<file path="config.mk">
export PLATFORM = sky130hd
export DESIGN_NAME = vlan_cmd_engine
export DESIGN_NICKNAME = d
export VERILOG_FILES = /design/src/rtl/vlan_cmd_pkg.sv /design/src/rtl/vlan_cmd_ctrl.sv /design/src/rtl/vlan_cmd_store.sv /design/src/rtl/vlan_cmd_engine.sv
export SDC_FILE = /design/constraint.sdc
export NUM_CORES = 1
export LEC_CHECK = 0
export BUFFER_PORTS_ARGS = -buffer_cell sky130_fd_sc_hd__buf_4
export CELL_PAD_IN_SITES_DETAIL_PLACEMENT = 0
export CELL_PAD_IN_SITES_GLOBAL_PLACEMENT = 2
export CORE_ASPECT_RATIO = 0.75
export CORE_MARGIN = 2
export CORE_UTILIZATION = 42
export CTS_CLUSTER_DIAMETER = 60
export CTS_CLUSTER_SIZE = 30
export DETAILED_ROUTE_END_ITERATION = 7
export PLACE_DENSITY = 0.8
export SKIP_LAST_GASP = 1
export SLEW_MARGIN = 40
export SYNTH_ARGS = -nofsm -noshare
export SYNTH_HDL_FRONTEND = slang
export SYNTH_SLANG_ARGS = --single-unit
</file>
<file path="constraint.sdc">
create_clock -name clk -period 3.8 [get_ports clk]
set_input_delay 0.38 -clock clk [delete_from_list [all_inputs] [get_ports clk]]
set_output_delay 0.38 -clock clk [all_outputs]
set_load 0.03 [all_outputs]
</file>
<file path="src/rtl/vlan_cmd_pkg.sv">
package vlan_cmd_pkg;
  localparam int VID_W    = 12;
  localparam int MASK_W   = 10;
  localparam int PORT_W   = 4;
  localparam int PRIO_W   = 3;
  localparam int CMD_OFS  = 0;
  localparam int DATA_OFS = 4;
  localparam logic [VID_W-1:0] VID_RESERVED = '1;

  typedef enum logic [2:0] {
    OP_NOP   = 3'd0,
    OP_FLUSH = 3'd1,
    OP_LOAD  = 3'd2,
    OP_PURGE = 3'd3,
    OP_DROP  = 3'd4
  } vtOp_e;

  typedef struct packed {
    logic flushStep;
    logic load;
    logic purge;
    logic dropPort;
  } vtStrobe_t;
endpackage

</file>
<file path="src/rtl/vlan_cmd_ctrl.sv">
module vlan_cmd_ctrl
  import vlan_cmd_pkg::*;
#(
  parameter int ENTRIES = 16,
  localparam int IDX_W = (ENTRIES > 1) ? $clog2(ENTRIES) : 1
) (
  input  logic              clk,
  input  logic              rstN,
  input  logic              cmdWr,
  input  logic              dataWr,
  input  logic [31:0]       wrData,
  input  logic              loadRejected,
  output vtStrobe_t         stb,
  output logic [IDX_W-1:0]  flushIdx,
  output logic [2:0]        cmdOp,
  output logic [PORT_W-1:0] cmdPort,
  output logic [VID_W-1:0]  cmdVid,
  output logic [PRIO_W-1:0] cmdPrio,
  output logic              cmdPrioEn,
  output logic              cmdActive,
  output logic              cmdFull,
  output logic [MASK_W-1:0] dataMask,
  output logic              dataValid
);
  localparam logic [IDX_W-1:0] LAST_IDX = IDX_W'(ENTRIES - 1);

  logic unusedWrBits;
  assign unusedWrBits = ^{wrData[15:12], wrData[7:4], wrData[10]};

  always_comb begin
    stb.flushStep = cmdActive && (cmdOp == OP_FLUSH);
    stb.load      = cmdActive && (cmdOp == OP_LOAD) && dataValid && (cmdVid != VID_RESERVED);
    stb.purge     = cmdActive && (cmdOp == OP_PURGE);
    stb.dropPort  = cmdActive && (cmdOp == OP_DROP);
  end

  always_ff @(posedge clk) begin
    if (!rstN) begin
      cmdOp     <= '0;
      cmdPort   <= '0;
      cmdVid    <= '0;
      cmdPrio   <= '0;
      cmdPrioEn <= 1'b0;
      cmdActive <= 1'b0;
      cmdFull   <= 1'b0;
      flushIdx  <= '0;
      dataMask  <= '0;
      dataValid <= 1'b0;
    end else begin
      if (cmdWr && !cmdActive) begin
        cmdOp     <= wrData[2:0];
        cmdActive <= wrData[3];
        cmdPort   <= wrData[11:8];
        cmdVid    <= wrData[27:16];
        cmdPrio   <= wrData[30:28];
        cmdPrioEn <= wrData[31];
        cmdFull   <= 1'b0;
        flushIdx  <= '0;
      end else if (cmdActive) begin
        if (stb.flushStep) begin
          flushIdx <= flushIdx + 1'b1;
          if (flushIdx == LAST_IDX) cmdActive <= 1'b0;
        end else begin
          cmdActive <= 1'b0;
          if (stb.load && loadRejected) cmdFull <= 1'b1;
        end
      end
      if (dataWr) begin
        dataMask  <= wrData[MASK_W-1:0];
        dataValid <= wrData[11];
      end
    end
  end
endmodule

</file>
<file path="src/rtl/vlan_cmd_store.sv">
module vlan_cmd_store
  import vlan_cmd_pkg::*;
#(
  parameter int ENTRIES = 16,
  localparam int IDX_W = (ENTRIES > 1) ? $clog2(ENTRIES) : 1
) (
  input  logic              clk,
  input  logic              rstN,
  input  vtStrobe_t         stb,
  input  logic [IDX_W-1:0]  flushIdx,
  input  logic [VID_W-1:0]  cmdVid,
  input  logic [PORT_W-1:0] cmdPort,
  input  logic [MASK_W-1:0] loadMask,
  output logic              loadRejected,
  input  logic [VID_W-1:0]  lkVid,
  output logic              lkHit,
  output logic [MASK_W-1:0] lkMask
);
  logic [VID_W-1:0]  entVid   [ENTRIES];
  logic [MASK_W-1:0] entMask  [ENTRIES];
  logic [ENTRIES-1:0] entValid;

  logic             matchHit, freeHit;
  logic [IDX_W-1:0] matchIdx, freeIdx;
  logic [MASK_W-1:0] portBit;

  assign portBit = {{(MASK_W-1){1'b0}}, 1'b1} << cmdPort;

  always_comb begin
    matchHit = 1'b0;
    matchIdx = '0;
    freeHit  = 1'b0;
    freeIdx  = '0;
    lkHit    = 1'b0;
    lkMask   = '0;
    for (int i = ENTRIES - 1; i >= 0; i--) begin
      if (entValid[i] && entVid[i] == cmdVid) begin
        matchHit = 1'b1;
        matchIdx = IDX_W'(i);
      end
      if (!entValid[i]) begin
        freeHit = 1'b1;
        freeIdx = IDX_W'(i);
      end
      if (entValid[i] && entVid[i] == lkVid) begin
        lkHit  = 1'b1;
        lkMask = entMask[i];
      end
    end
  end

  assign loadRejected = !matchHit && !freeHit;

  always_ff @(posedge clk) begin
    for (int i = 0; i < ENTRIES; i++) begin
      if (!rstN) begin
        entValid[i] <= 1'b0;
        entVid[i]   <= '0;
        entMask[i]  <= '0;
      end else if (stb.flushStep && flushIdx == IDX_W'(i)) begin
        entValid[i] <= 1'b0;
      end else if (stb.purge && matchHit && matchIdx == IDX_W'(i)) begin
        entValid[i] <= 1'b0;
      end else if (stb.load && ((matchHit && matchIdx == IDX_W'(i)) ||
                                (!matchHit && freeHit && freeIdx == IDX_W'(i)))) begin
        entValid[i] <= 1'b1;
        entVid[i]   <= cmdVid;
        entMask[i]  <= loadMask;
      end else if (stb.dropPort) begin
        entMask[i] <= entMask[i] & ~portBit;
      end
    end
  end
endmodule

</file>
<file path="src/rtl/vlan_cmd_engine.sv">
module vlan_cmd_engine
  import vlan_cmd_pkg::*;
#(
  parameter int ENTRIES = 16,
  parameter int ADDR_W  = 4
) (
  input  logic              clk,
  input  logic              rstN,
  input  logic [ADDR_W-1:0] busAddr,
  input  logic              busWrEn,
  input  logic [31:0]       busWrData,
  output logic [31:0]       busRdData,
  input  logic [VID_W-1:0]  lkVid,
  output logic              lkHit,
  output logic [MASK_W-1:0] lkMask
);
  localparam int IDX_W = (ENTRIES > 1) ? $clog2(ENTRIES) : 1;

  vtStrobe_t         stb;
  logic [IDX_W-1:0]  flushIdx;
  logic [2:0]        cmdOp;
  logic [PORT_W-1:0] cmdPort;
  logic [VID_W-1:0]  cmdVid;
  logic [PRIO_W-1:0] cmdPrio;
  logic              cmdPrioEn, cmdActive, cmdFull, dataValid, loadRejected;
  logic [MASK_W-1:0] dataMask;
  logic              selCmd, selData;

  assign selCmd  = (busAddr == ADDR_W'(CMD_OFS));
  assign selData = (busAddr == ADDR_W'(DATA_OFS));

  vlan_cmd_ctrl #(.ENTRIES(ENTRIES)) u_ctrl (
    .clk(clk), .rstN(rstN),
    .cmdWr(busWrEn && selCmd), .dataWr(busWrEn && selData),
    .wrData(busWrData), .loadRejected(loadRejected),
    .stb(stb), .flushIdx(flushIdx),
    .cmdOp(cmdOp), .cmdPort(cmdPort), .cmdVid(cmdVid),
    .cmdPrio(cmdPrio), .cmdPrioEn(cmdPrioEn),
    .cmdActive(cmdActive), .cmdFull(cmdFull),
    .dataMask(dataMask), .dataValid(dataValid)
  );

  vlan_cmd_store #(.ENTRIES(ENTRIES)) u_store (
    .clk(clk), .rstN(rstN), .stb(stb), .flushIdx(flushIdx),
    .cmdVid(cmdVid), .cmdPort(cmdPort), .loadMask(dataMask),
    .loadRejected(loadRejected),
    .lkVid(lkVid), .lkHit(lkHit), .lkMask(lkMask)
  );

  always_comb begin
    busRdData = '0;
    if (selCmd)
      busRdData = {cmdPrioEn, cmdPrio, cmdVid, 4'b0, cmdPort, 3'b0, cmdFull, cmdActive, cmdOp};
    else if (selData)
      busRdData = {20'b0, dataValid, 1'b0, dataMask};
  end
endmodule

</file>
==> flow_metrics.env <==
export IMPL_run_status="finished, violations left"
export IMPL_violations_in_the_final_reports="setup timing"
export IMPL_maxCapViolCount=0
export IMPL_synthesis_instances=2299
export IMPL_detailed_place_area_sq_um=27400
export IMPL_yosysWarnings=0
export IMPL_min_from="busWrData[5]"
export IMPL_design_core_area_sq_um=56200
export IMPL_stdcell_area_sq_um=29200
export IMPL_initial_antenna_violation_count=0
export IMPL_final_hold_viol_count=0
export IMPL_route_vias_total=19666
export IMPL_data_required_time_at_the_worst_endpoint_ns=3.42
export IMPL_final_core_utilization_pct=51.9
export IMPL_numClockSinks=408
export IMPL_min_period_over_period_pct=107
export IMPL_power_internal_w=0.00757
export IMPL_finalHoldWorstSlack_ns=0.0365
export IMPL_wire_per_inst_um=25.2
export IMPL_final_critical_path_setup_slack_ns=-0.250
export IMPL_synth_edff_count=352
export IMPL_post_synthesis_instance_area_sq_um=24000
export IMPL_worst_r2r_setup_slack_ns=0.11
export IMPL_grt_max_degree=55
export IMPL_grt_remaining_overflow=0
export IMPL_clock_tree_root_driver_cell="sky130_fd_sc_hd__clkbuf_16"
export IMPL_ctsHtreeMaxLevel=2
export IMPL_insertedDiodeCount=0
export IMPL_initial_utilization_pct=42.7
export IMPL_cts_root_to_sink_buffers=3
export IMPL_synthToLayoutAreaGrowth_pct=21.7
export IMPL_row_count=75
export IMPL_p_sw_share_pct=25.8
export IMPL_cp_start_kind="register"
export IMPL_power_share_sequential_pct=50.5
export IMPL_drt_initial_drc_count=2118
export IMPL_pwr_share_comb_pct=7.4
export IMPL_globalplace_congestion=0.925
export IMPL_min_delay_path_class="in2reg"
export IMPL_drive_above_1_share_pct=22.1
export IMPL_critical_path_arrival_ns=3.67
export IMPL_relSlewSlack_pct=40.9
export IMPL_port_buffer_count=85
export IMPL_totalNegativeSetupSlack_ns=-1.90
export IMPL_final_setup_viol_count=10
export IMPL_all_layer_gr_usage_pct=27.9
export IMPL_ys_flop_type="sky130_fd_sc_hd__edfxtp_1"
export IMPL_die_area_sq_um=59000
export IMPL_maxSlewViolCount=0
export IMPL_netlist_top_cells_area="sky130_fd_sc_hd__edfxtp_1 44%, sky130_fd_sc_hd__xnor2_1 12%, sky130_fd_sc_hd__a22o_1 4.8%, sky130_fd_sc_hd__dfxtp_1 4.7%, sky130_fd_sc_hd__nand2_1 4.2%"
export IMPL_clk_insertion_delay_late_ns=0.59
export IMPL_synth_top_area_cell="sky130_fd_sc_hd__edfxtp_1"
export IMPL_power_density_cell_area_nw_per_um2=350
export IMPL_routed_wl_mm=82.9
export IMPL_grt_pass1_vias=19023
export IMPL_ir_worst_vdd_mv=0.258
export IMPL_min_delay_path_depth=3
export IMPL_cts_clk_slew_worst_paths_ns=0.08
export IMPL_drc=0
export IMPL_sequential_cell_area_fraction_in_the_yosys_report_pct=48.8
export IMPL_worst_path_max_fanout=9
export IMPL_synth_seq_cells=408
export IMPL_synth_async_reset_ratio_pct=0
export IMPL_num_nets_final=2587
export IMPL_synth_largest_type_area_fraction_pct=44.1
export IMPL_cts_buffers=39
export IMPL_rr_startpoint="u_ctrl.cmdVid[3]"
export IMPL_reg2reg_to="u_store.entVid[2][22]"
export IMPL_tritoncts_clock_tree="done"
export IMPL_number_of_hold_repair_buffers_added_at_the_cts_stage=0
export IMPL_die_height_um=211
export IMPL_power_leakage_nw=10.2
export IMPL_worst_setup_path_end_kind="output pin"
export IMPL_design_portCount=94
export IMPL_die_width_um=280
export IMPL_netlist_cell_type_count=88
export IMPL_final_setup_skew_ns=0.0265
export IMPL_hpwlAfterDp_mm=59.3
export IMPL_syn_area_per_cell_sq_um=10.4
export IMPL_drt_antenna_violating_nets=0
export IMPL_grt_first_pass_wirelength_mm=124
export IMPL_achievable_frequency_ghz=0.247
export IMPL_hold_path_endpoint="u_ctrl.dataMask[5]"
export IMPL_net_switching_power_w=0.00264
export IMPL_cells_on_worst_reg2reg_path=15
export IMPL_power_clock_fraction_pct=42.0
export IMPL_critical_path_class="reg2out"
export IMPL_drt_pre_antenna_iters=6
export IMPL_worst_slew_pin_transition_ns=0.883
export IMPL_final_min_clock_period_ns=4.05
export IMPL_rsz0062_at_grt="true"
export IMPL_viasPerCell=5.97
## flip-flops by register name (all words and copies together) (netlist names), 4 cells and up
name,cells
u_store.entVid,192
u_store.entMask,160
u_store.entValid,16
u_ctrl.cmdVid,12
u_ctrl.dataMask,10
u_ctrl.cmdPort,4
u_ctrl.flushIdx,4
## critical path, cell delays in order, from the launching register on
cell,delay [ns]
sky130_fd_sc_hd__edfxtp_1,0.42
sky130_fd_sc_hd__xor2_1,0.17
sky130_fd_sc_hd__nor4_2,0.35
sky130_fd_sc_hd__nand4_1,0.14
sky130_fd_sc_hd__or4_4,0.50
sky130_fd_sc_hd__buf_12,0.19
sky130_fd_sc_hd__mux2i_4,0.19
sky130_fd_sc_hd__o211ai_1,0.23
sky130_fd_sc_hd__a221oi_2,0.10
sky130_fd_sc_hd__buf_4,0.15
sky130_fd_sc_hd__o221a_4,0.28
sky130_fd_sc_hd__o22ai_4,0.20
sky130_fd_sc_hd__buf_6,0.16
## per-layer routing
metal,up-vias,GRT usage (%),routed length (um)
li1,8861,-,-
met1,9796,43.4,39300
met2,927,41.1,35200
met3,82,4.09,7090
met4,0,5.53,1290
met5,-,0,0
## logic make-up (layout without fill, tap and decap cells)
| group | after synthesis | in the layout | share of synthesized area (%) |
|---|---|---|---|
| other | 1 | 4 | 0.0156 |
| DFF | 408 | 408 | 48.8 |
| AOI/OAI and AO/OA | 425 | 425 | 12.9 |
| buffers and inverters | 200 | 459 | 4.01 |
| and+or+nand+nor | 864 | 864 | 19.3 |
| muxes | 12 | 12 | 0.501 |
| adders and majority gates | 4 | 4 | 0.209 |
| xor gates and xnor gates | 385 | 385 | 14.3 |
## cell type report
type	count	area [sq um]
Timing Repair Buffer	363	3330
Sequential cell	408	11700
Inverter	26	97.6
Clock inverter	30	392
Tap cell	731	915
Clock buffer	40	980
Fill cell	5068	27000
Multi-Input combinational cell	1694	11800
## stage by stage
step	worst slack (ns)	instances	total power (W)
2_1_floorplan	0.0848	2302	0.00568
3_3_place_gp	-0.235	3213	0.00598
3_5_place_dp	-0.157	3214	0.00600
4_1_cts	-0.283	3287	0.0103
5_1_grt	-0.403	3292	0.0105
6_report	-0.250	3292	0.0102
## cells in the final DEF, fill, tap and decap left out, types with 41 or more instances in the layout
| cell type | n |
|---|---|
| sky130_fd_sc_hd__nor2b_1 | 60 |
| sky130_fd_sc_hd__xnor2_1 | 317 |
| sky130_fd_sc_hd__nand3_1 | 58 |
| sky130_fd_sc_hd__a21oi_1 | 94 |
| sky130_fd_sc_hd__edfxtp_1 | 352 |
| sky130_fd_sc_hd__buf_12 | 46 |
| sky130_fd_sc_hd__and3_1 | 85 |
| sky130_fd_sc_hd__dfxtp_1 | 45 |
| sky130_fd_sc_hd__a22o_1 | 132 |
| sky130_fd_sc_hd__buf_4 | 309 |
| sky130_fd_sc_hd__nor2_1 | 93 |
| sky130_fd_sc_hd__and2_1 | 67 |
| sky130_fd_sc_hd__xor2_1 | 59 |
| sky130_fd_sc_hd__nand4_1 | 74 |
| sky130_fd_sc_hd__nor4_1 | 41 |
| sky130_fd_sc_hd__o21ai_0 | 57 |
| sky130_fd_sc_hd__nand2_1 | 265 |
## what timing repair did
action | in CTS | in global routing
pin swaps | 1 | 7
resized for setup | 46 | 30
buffers inserted | 3 | 5
endpoints found under the hold margin | 0 | 0
setup endpoints to repair | 10 | 72
## worst max path at each step
stage                               start        end  slack [ns]  cells past startpoint
global route        u_store.entVid[3][18]  lkMask[8]       -0.40                     12
detailed placement               lkVid[6]  lkMask[8]       -0.16                     13
finish              u_store.entVid[3][18]  lkMask[2]       -0.25                     12
floorplan                        lkVid[0]  lkMask[4]        0.08                     13
CTS                 u_store.entVid[3][23]  lkMask[8]       -0.28                     12
global placement                 lkVid[6]  lkMask[8]       -0.23                     13
## cell usage after synthesis, types with 8 or more instances
master and number:
sky130_fd_sc_hd__or4_1 8, sky130_fd_sc_hd__nand4_1 74, sky130_fd_sc_hd__and3_1 85, sky130_fd_sc_hd__mux2i_1 12, sky130_fd_sc_hd__nor2b_1 60, sky130_fd_sc_hd__edfxtp_1 352, sky130_fd_sc_hd__nand3_1 58, sky130_fd_sc_hd__and2_1 67
sky130_fd_sc_hd__xnor2_2 9, sky130_fd_sc_hd__clkbuf_1 115, sky130_fd_sc_hd__nand2_1 266, sky130_fd_sc_hd__buf_2 15, sky130_fd_sc_hd__nand2b_1 10, sky130_fd_sc_hd__buf_6 23, sky130_fd_sc_hd__nor2_1 99, sky130_fd_sc_hd__dfxtp_1 56
sky130_fd_sc_hd__o21ai_0 65, sky130_fd_sc_hd__o21ai_1 14, sky130_fd_sc_hd__inv_1 25, sky130_fd_sc_hd__a31oi_1 10, sky130_fd_sc_hd__xor2_1 59, sky130_fd_sc_hd__nor4_1 49, sky130_fd_sc_hd__o211ai_1 10, sky130_fd_sc_hd__nor3_1 30
sky130_fd_sc_hd__a32o_1 12, sky130_fd_sc_hd__a21oi_1 96, sky130_fd_sc_hd__a22o_1 132, sky130_fd_sc_hd__xnor2_1 317, sky130_fd_sc_hd__buf_1 16
## power groups by stage
stage | clock [W] | sequential (W) | combinational, W
detailed placement | 0 | 0.00525 | 0.000746
finish | 0.00429 | 0.00516 | 0.000758
global placement | 0 | 0.00524 | 0.000737
global route | 0.00451 | 0.00517 | 0.000809
floorplan | 0 | 0.00521 | 0.000465
CTS | 0.00435 | 0.00515 | 0.000753
Power figures use the tool's default switching activity.
